`config.mk`:
```
export PLATFORM = sky130hd
export DESIGN_NAME = trap_eval
export DESIGN_NICKNAME = d
export VERILOG_FILES = /design/src/rtl/trap_pkg.sv /design/src/rtl/trap_compare.sv /design/src/rtl/trap_match.sv /design/src/rtl/trap_eval.sv
export SDC_FILE = /design/constraint.sdc
export NUM_CORES = 1
export LEC_CHECK = 0
export BUFFER_PORTS_ARGS = -buffer_cell sky130_fd_sc_hd__buf_2
export CAP_MARGIN = 40
export CORE_ASPECT_RATIO = 1.1
export CORE_UTILIZATION = 40
export DETAILED_ROUTE_END_ITERATION = 8
export PLACE_DENSITY_LB_ADDON = 0.3
export SYNTH_ARGS = -nofsm -noshare
export SYNTH_HDL_FRONTEND = slang
export SYNTH_SLANG_ARGS = --single-unit
```
`constraint.sdc`:
```
create_clock -name clk -period 0.9 [get_ports clk]
set_input_delay 0.135 -clock clk [delete_from_list [all_inputs] [get_ports clk]]
set_output_delay 0.135 -clock clk [all_outputs]
set_load 0.01 [all_outputs]
```
`src/rtl/trap_pkg.sv`:
```
package trap_pkg;
    localparam int COND_W = 5;
    localparam int CODE_W = 8;

    // Positions of the condition flags; software encodes the mask this way.
    localparam int C_LT_S = 4;
    localparam int C_GT_S = 3;
    localparam int C_EQ   = 2;
    localparam int C_LT_U = 1;
    localparam int C_GT_U = 0;

    typedef enum logic [0:0] {
        ST_IDLE  = 1'b0,
        ST_RAISE = 1'b1
    } trap_state_e;
endpackage

```
`src/rtl/trap_compare.sv`:
```
module trap_compare
    import trap_pkg::*;
#(
    parameter int DATA_W = 64,
    parameter int WORD_W = 32
) (
    input  logic [DATA_W-1:0] a_in,
    input  logic [DATA_W-1:0] b_in,
    input  logic              full_width,
    output logic [COND_W-1:0] flags
);
    localparam int EXT_W = DATA_W - WORD_W;

    logic [DATA_W-1:0] a_s, b_s, a_u, b_u;

    generate
        if (EXT_W > 0) begin : g_narrow
            always_comb begin
                if (full_width) begin
                    a_s = a_in;
                    b_s = b_in;
                    a_u = a_in;
                    b_u = b_in;
                end else begin
                    a_s = {{EXT_W{a_in[WORD_W-1]}}, a_in[WORD_W-1:0]};
                    b_s = {{EXT_W{b_in[WORD_W-1]}}, b_in[WORD_W-1:0]};
                    a_u = {{EXT_W{1'b0}}, a_in[WORD_W-1:0]};
                    b_u = {{EXT_W{1'b0}}, b_in[WORD_W-1:0]};
                end
            end
        end else begin : g_flat
            assign a_s = a_in;
            assign b_s = b_in;
            assign a_u = a_in;
            assign b_u = b_in;
        end
    endgenerate

    always_comb begin
        flags         = '0;
        flags[C_LT_S] = $signed(a_s) < $signed(b_s);
        flags[C_GT_S] = $signed(a_s) > $signed(b_s);
        flags[C_EQ]   = a_u == b_u;
        flags[C_LT_U] = a_u < b_u;
        flags[C_GT_U] = a_u > b_u;
    end
endmodule

```
`src/rtl/trap_match.sv`:
```
module trap_match
    import trap_pkg::*;
(
    input  logic [COND_W-1:0] flags,
    input  logic [COND_W-1:0] mask,
    output logic              hit
);
    assign hit = |(flags & mask);
endmodule

```
`src/rtl/trap_eval.sv`:
```
module trap_eval
    import trap_pkg::*;
#(
    parameter int                DATA_W    = 64,
    parameter int                WORD_W    = 32,
    parameter logic [CODE_W-1:0] TRAP_CODE = 8'h14
) (
    input  logic              clk,
    input  logic              rst_n,
    input  logic              in_valid,
    input  logic [DATA_W-1:0] opnd_a,
    input  logic [DATA_W-1:0] opnd_b,
    input  logic [COND_W-1:0] cond,
    input  logic              dword_sel,
    output logic              trap_req,
    output logic [CODE_W-1:0] err_code
);
    logic [COND_W-1:0] flags;
    logic              hit;
    trap_state_e       state_q, state_d;

    trap_compare #(.DATA_W(DATA_W), .WORD_W(WORD_W)) cmp_i (
        .a_in      (opnd_a),
        .b_in      (opnd_b),
        .full_width(dword_sel),
        .flags     (flags)
    );

    trap_match match_i (
        .flags(flags),
        .mask (cond),
        .hit  (hit)
    );

    // State register
    always_ff @(posedge clk or negedge rst_n) begin
        if (!rst_n) state_q <= ST_IDLE;
        else        state_q <= state_d;
    end

    // Transitions
    always_comb begin
        unique case (state_q)
            ST_IDLE:  state_d = (in_valid && hit) ? ST_RAISE : ST_IDLE;
            ST_RAISE: state_d = (in_valid && hit) ? ST_RAISE : ST_IDLE;
            default:  state_d = ST_IDLE;
        endcase
    end

    // Outputs
    always_comb begin
        unique case (state_q)
            ST_RAISE: begin
                trap_req = 1'b1;
                err_code = TRAP_CODE;
            end
            default: begin
                trap_req = 1'b0;
                err_code = '0;
            end
        endcase
    end

    // Exactly one of the signed ordering results holds
    assert_signed_order_R1: assert property (@(posedge clk) disable iff (!rst_n)
        $countones({flags[C_LT_S], flags[C_GT_S], flags[C_EQ]}) == 1);
    // Unsigned results never both hold, and never with equality
    assert_unsigned_order_R4: assert property (@(posedge clk) disable iff (!rst_n)
        $countones({flags[C_LT_U], flags[C_GT_U], flags[C_EQ]}) == 1);
    assert_code_R5: assert property (@(posedge clk) disable iff (!rst_n)
        trap_req ? (err_code == TRAP_CODE) : (err_code == '0));
    assert_zero_mask_R8: assert property (@(posedge clk) disable iff (!rst_n)
        (in_valid && cond == '0) |=> !trap_req);
    assert_full_mask_R9: assert property (@(posedge clk) disable iff (!rst_n)
        (in_valid && cond == '1) |=> trap_req);
    assert_needs_strobe_R10: assert property (@(posedge clk) disable iff (!rst_n)
        !in_valid |=> !trap_req);
endmodule

```
==> impl_metrics.json, run 1 <==
{
  "largest_register": "state_q",
  "die-area_um2": 8197,
  "critPathKind": "in2reg",
  "rsz0062_at_grt": "true",
  "syn_inst": 453,
  "rows": 33,
  "portBuffers": 139,
  "finalWeightedCongestion": 0.8642,
  "core_um2": 7515,
  "fin_nets": 891,
  "grt.total_usage": 0.2421,
  "synth-seq-area-share": 0.007981,
  "viasPerCell": 5.154,
  "vias": 3922,
  "placed_area_um2": 4586,
  "ir_worst_vdd_uv": 239.7,
  "fin_crit_sh": 3.097,
  "drt_wl_total_um": 10230,
  "status": "complete, but fails checks",
  "synth_mux_area_frac": 0.003192,
  "finalMaxSlewViolations": 0,
  "ys_async_sr_fraction": 1.000,
  "yosysTopAreaCell": "ha_1",
  "synth_ff_type": "dfrtp_1",
  "num-fill-cells": 635,
  "largest_reg_flops": 1,
  "fin_area_um2": 4981,
  "yosys-top-cells-area": "ha_1 38%, a21oi_1 11%, nand2b_1 7.4%",
  "drv_cap": 0,
  "yosysWarnings": 0,
  "antenna_found_initial": 0,
  "synth_top_area_share": 0.3831,
  "avgSynthCellArea_um2": 6.922,
  "setup_ws_ns": -1.887,
  "timing.fmax_ghz": 0.3588,
  "drc": 0,
  "grt_max_degree": 49,
  "worstPathMaxFanout": 7,
  "drive_above_1_share": 0.4223,
  "yosys.area_share.simple": 0.3109,
  "gr-total-overflow": 0,
  "violations": "setup timing",
  "required_ns": 0.77,
  "dp_hpwl_um": 8342,
  "drtPass1Iterations": 5,
  "top_regs": "state_q (1)",
  "ys_ff_latch": 1,
  "antenna_cells": 0,
  "area_delta_synth_final_pct": 58.86,
  "ys_types": 37,
  "worstPathArrival_ns": 2.65,
  "crit_path_end_kind": "register",
  "p_leak_nw": 2.725,
  "cts.clk_slew.worst_paths_ns": 0,
  "fin_crit_ns": 2.787,
  "synth_compound_area_frac": 0.2099,
  "wire_per_inst_um": 13.44,
  "ant_nets": 0,
  "die_w_um": 86.42,
  "synth_edf_count": 0,
  "hp-class": "in2reg",
  "grt_pass1_wl_um": 16420,
  "synth_fa_ha_area_frac": 0.3831,
  "finalHoldViolCount": 0,
  "drt-initial-drc-count": 116,
  "postLayoutCoreUtil": 0.6628,
  "pin_count": 146,
  "powerDensity_nw_per_um2": 534.5,
  "synth_xor_area_frac": 0,
  "syn-cell-area_um2": 3136,
  "start_util": 0.4172,
  "fp.dieH_um": 94.86,
  "worst_setup_path_start_kind": "input pin",
  "setup_viol": 1,
  "synth_top_family_by_area": "adder cells",
  "grt_pass1_vias": 4037,
  "fin_hold_ws_ns": 0.3623
}
==> area by class of cell <==
class,instances,area (um^2),area share
tap,105,131.4,0.02638
multi-input combinational,395,3236,0.6496
timing repair buffer,222,1446,0.2904
sequential,1,25.02,0.005024
inverter,38,142.6,0.02864
==> cell families after synthesis <==
kind of cell             Yosys count
AO/OA/AOI/OAI                    110
adder cells (fa/ha/maj)           96
buffers and inverters             62
flip-flops                         1
multiplexers                       1
other                              1
AND/OR/NAND/NOR                  182
==> synth_stat cells (2+ instances only) <==
library cell  count
a21oi_1          66
nand4_1          19
a211oi_1          3
nand2_1          60
o21bai_1          2
a221oi_1          4
nand2b_1         37
nor4_1            2
o21ai_0          14
nor2_1           12
and2_1           32
a21o_1            7
buf_4             8
ha_1             96
clkbuf_1         13
o211ai_1          2
nand3_1          11
nor4_2            2
nor2b_1           2
a31oi_1           3
nor3_1            2
buf_1             3
a21oi_2           2
inv_1            38
==> critical path, stage by stage <==
cell and delay, ns:
buf_12 0.13, buf_16 0.14, and2_1 0.17, nand2b_4 0.16, ha_4 0.24, nand4_1 0.12
nor2_1 0.07, a221o_1 0.34, a211o_1 0.31, a2111oi_4 0.42, a22o_2 0.21, and3_4 0.15
a31oi_1 0.07
==> report_power, final <==
part	leakage [nW]	internal [mW]	switching, mW	total [mW]
logic	2.71	1.38	1.22	2.61
clock network	0	0	0	0
registers	0.0124	0.0521	0.00403	0.0561
==> path summary, 6_finish.rpt <==
| check | from | to | slack, ns | depth (start not counted) |
|---|---|---|---|---|
| min | in_valid | state_q$_DFF_PN0_ | 0.36 | 3 |
| max in group asynchronous | rst_n | state_q$_DFF_PN0_ | 0.34 | 2 |
| max | dword_sel | state_q$_DFF_PN0_ | -1.89 | 13 |
| min in group asynchronous | rst_n | state_q$_DFF_PN0_ | 0.47 | 2 |
==> cells in the final DEF (no fill, tap or decap), types with 2 or more instances in the layout <==
cell      count
buf_2       138
ha_1         85
buf_4        74
nand2_1      60
a21oi_1      56
inv_1        37
nand2b_1     25
and2_1       22
nand4_1      19
o21ai_0      13
nand2b_4     12
nand3_1      11
nor2_1       11
and2_4       10
ha_4         10
a21oi_4       7
a21o_1        7
conb_1        6
buf_12        6
a21oi_2       5
a221oi_1      4
nor4_4        3
a211oi_1      3
a31oi_1       3
o21ai_1       2
nor3_1        2
nor2b_1       2
o21bai_1      2
o211ai_1      2
buf_16        2
==> stage by stage <==
step	worst slack (ns)	std cells	TNS [ns]	power, mW
5_1_grt	-1.984	761	-1.984	2.956
3_5_place_dp	-1.951	754	-1.951	2.344
2_1_floorplan	-1.504	458	-1.504	1.430
3_3_place_gp	-1.879	754	-1.879	2.247
4_1_cts	-1.834	758	-1.834	2.513
6_report	-1.887	761	-1.887	2.662
==> routing by layer <==
metal / global-route usage / wire length [um]
met2: 0.5112 / 5475
met5: 0 / 0
met3: 0.01224 / 367
met1: 0.2553 / 4071
met4: 0.05833 / 311
==> what timing repair did <==
action                                  in CTS  in global routing
endpoints found under the setup margin       1                  1
gates resized for setup                     30                 16
buffers inserted                             1                  3
gates cloned                                 2                  0
hold buffers                                 1                  0
pin swaps                                   24                 20
endpoints found under the hold margin        1                  0
No activity file was read; power rests on OpenSTA's default activity.
==> inputs of run 2 (changes only) <==
- CORE_UTILIZATION: 40 -> 29
==> run 2 against run 1 <==
  * The flow still finishes with violations (setup timing)
  * First-iteration DRC count down 5.2%
  * Final cell count rose by 5.8%
  * Worst hold slack worse by 0.010 ns
  * Die area rose by 37%
  * Global-route usage fell by 5.8 points
  * Combinational power increased by 2%
  * Setup slack better by 0.067 ns
  * Sequential cell count unchanged
  * Sequential share of layout area about the same
  * Core utilization decreased by 17 points
  * Critical path depth is 1 lower
==> impl_metrics.json, run 2 (synthesized netlist as in run 1, its figures left out) <==
{
  "dp_slack_ns": -1.994,
  "drv_cap": 0,
  "die_w_um": 101.1,
  "rsz0062_at_grt": "true",
  "drtPass1Iterations": 4,
  "start_util": 0.3003,
  "postLayoutCoreUtil": 0.4895,
  "antenna_found_initial": 0,
  "ir_worst_vdd_uv": 209.2,
  "total_power_mw": 2.708,
  "drt_wl_total_um": 10620,
  "die-area_um2": 11230,
  "min_path_cells": 3,
  "fin_crit_ns": 2.720,
  "status": "complete, but fails checks",
  "drt-initial-drc-count": 110,
  "gr-total-overflow": 0,
  "seqPwrFrac": 0.021,
  "grt_max_degree": 17,
  "grt_pass1_vias": 3976,
  "vias": 3918,
  "mostFrequentLayoutCells": "138 x buf_2, 83 x ha_1, 74 x buf_4",
  "wire_per_inst_um": 13.20,
  "worstPathArrival_ns": 2.58,
  "powerDensity_nw_per_um2": 529.9,
  "top_regs": "state_q (1)",
  "fin_nets": 897,
  "max_slew_margin": 0.6719,
  "worst_setup_path_start_kind": "input pin",
  "p_sw_frac": 0.4575,
  "mostFrequentLayoutCell": "buf_2",
  "setup_viol": 1,
  "fin_crit_sh": 3.022,
  "critPathKind": "in2reg",
  "violations": "setup timing",
  "p_int_mw": 1.469,
  "largest_register": "state_q",
  "fp.dieH_um": 111.1,
  "finalWeightedCongestion": 0.8236,
  "ant_nets": 0,
  "core_um2": 10440,
  "pin_count": 146,
  "switchingPower_mw": 1.239,
  "num-fill-cells": 1056,
  "min_to": "state_q$_DFF_PN0_",
  "timing.fmax_ghz": 0.3676,
  "rows": 39,
  "worstPathMaxFanout": 10,
  "area_delta_synth_final_pct": 63.01,
  "p_leak_nw": 2.751,
  "required_ns": 0.76,
  "portBuffers": 139,
  "drc": 0,
  "largest_reg_flops": 1,
  "clkPwrFrac": 0,
  "crit_path_end_kind": "register",
  "dp_hpwl_um": 8858,
  "drive_above_1_share": 0.4426,
  "grt_pass1_wl_um": 17250,
  "combPwrFrac": 0.979,
  "setup_ws_ns": -1.820,
  "viasPerCell": 4.867,
  "tightest_slew_ns": 0.4880,
  "cts.clk_slew.worst_paths_ns": 0,
  "antenna_cells": 0,
  "min-delay-start": "in_valid",
  "grt.total_usage": 0.1838,
  "finalMaxSlewViolations": 0,
  "hp-class": "in2reg",
  "finalHoldViolCount": 0
}
## run 2: cell count changes in the layout (fill, tap and decap cells not counted), sizes merged
cell    previous run  this run
buf              221       226
clkbuf             0         1
## run 2: worst max-delay path by stage
| stage | endpoint | cells past startpoint | start |
|---|---|---|---|
| finish | state_q$_DFF_PN0_ | 12 | dword_sel |
| global route | state_q$_DFF_PN0_ | 12 | dword_sel |
| CTS | state_q$_DFF_PN0_ | 14 | opnd_b[31] |
| detailed placement | state_q$_DFF_PN0_ | 12 | dword_sel |
| global placement | state_q$_DFF_PN0_ | 12 | dword_sel |
| floorplan | state_q$_DFF_PN0_ | 13 | opnd_b[31] |
## run 2: per-layer routing
metal	global-route usage	wire length, um
met1	0.2175	4417
met2	0.3533	5617
met3	0.01009	377
met4	0.04058	212
met5	0	0
## run 2: layout make-up
class	count	area, um^2	share of cell area
Inverter	38	142.6	0.02791
Sequential cell	1	25.02	0.004896
Timing Repair Buffer	228	1526	0.2987
Multi-Input combinational cell	395	3238	0.6335
Tap cell	143	178.9	0.03501
## run 2: power groups by stage
stage | Sequential [mW] | Combinational [mW] | Clock (mW)
after floorplan | 0.0595 | 1.37 | 0
after global placement | 0.0571 | 2.26 | 0
after detailed placement | 0.0571 | 2.34 | 0
after CTS | 0.0571 | 2.52 | 0
after global routing | 0.0585 | 2.97 | 0
final | 0.0570 | 2.65 | 0
## run 2: metrics by stage
step | area [um^2] | hold WS, ns | cells | setup TNS [ns]
5_1_grt | 5111 | 0.3693 | 805 | -1.938
6_report | 5111 | 0.3522 | 805 | -1.820
2_1_floorplan | 3357 | -0.1606 | 458 | -1.504
4_1_cts | 4917 | 0.3506 | 804 | -1.796
3_5_place_dp | 4678 | -0.08900 | 798 | -1.994
3_3_place_gp | 4678 | -0.08867 | 798 | -1.901
## run 2: repair_timing
item / CTS / global route
hold endpoints to repair: 1 / 0
buffers inserted: 3 / 0
gates resized for setup: 30 / 27
hold buffers: 1 / 0
pin swaps: 24 / 17
cloned: 2 / 1
setup endpoints to repair: 1 / 1
## run 2: worst max-delay path, stage by stage
cell	delay [ns]
buf_12	0.13
buf_16	0.15
buf_6	0.14
and2_1	0.15
ha_1	0.29
nand4_1	0.16
or4_4	0.48
nor4_4	0.28
nand2_1	0.14
o211ai_2	0.19
mux2i_1	0.23
a31oi_1	0.10
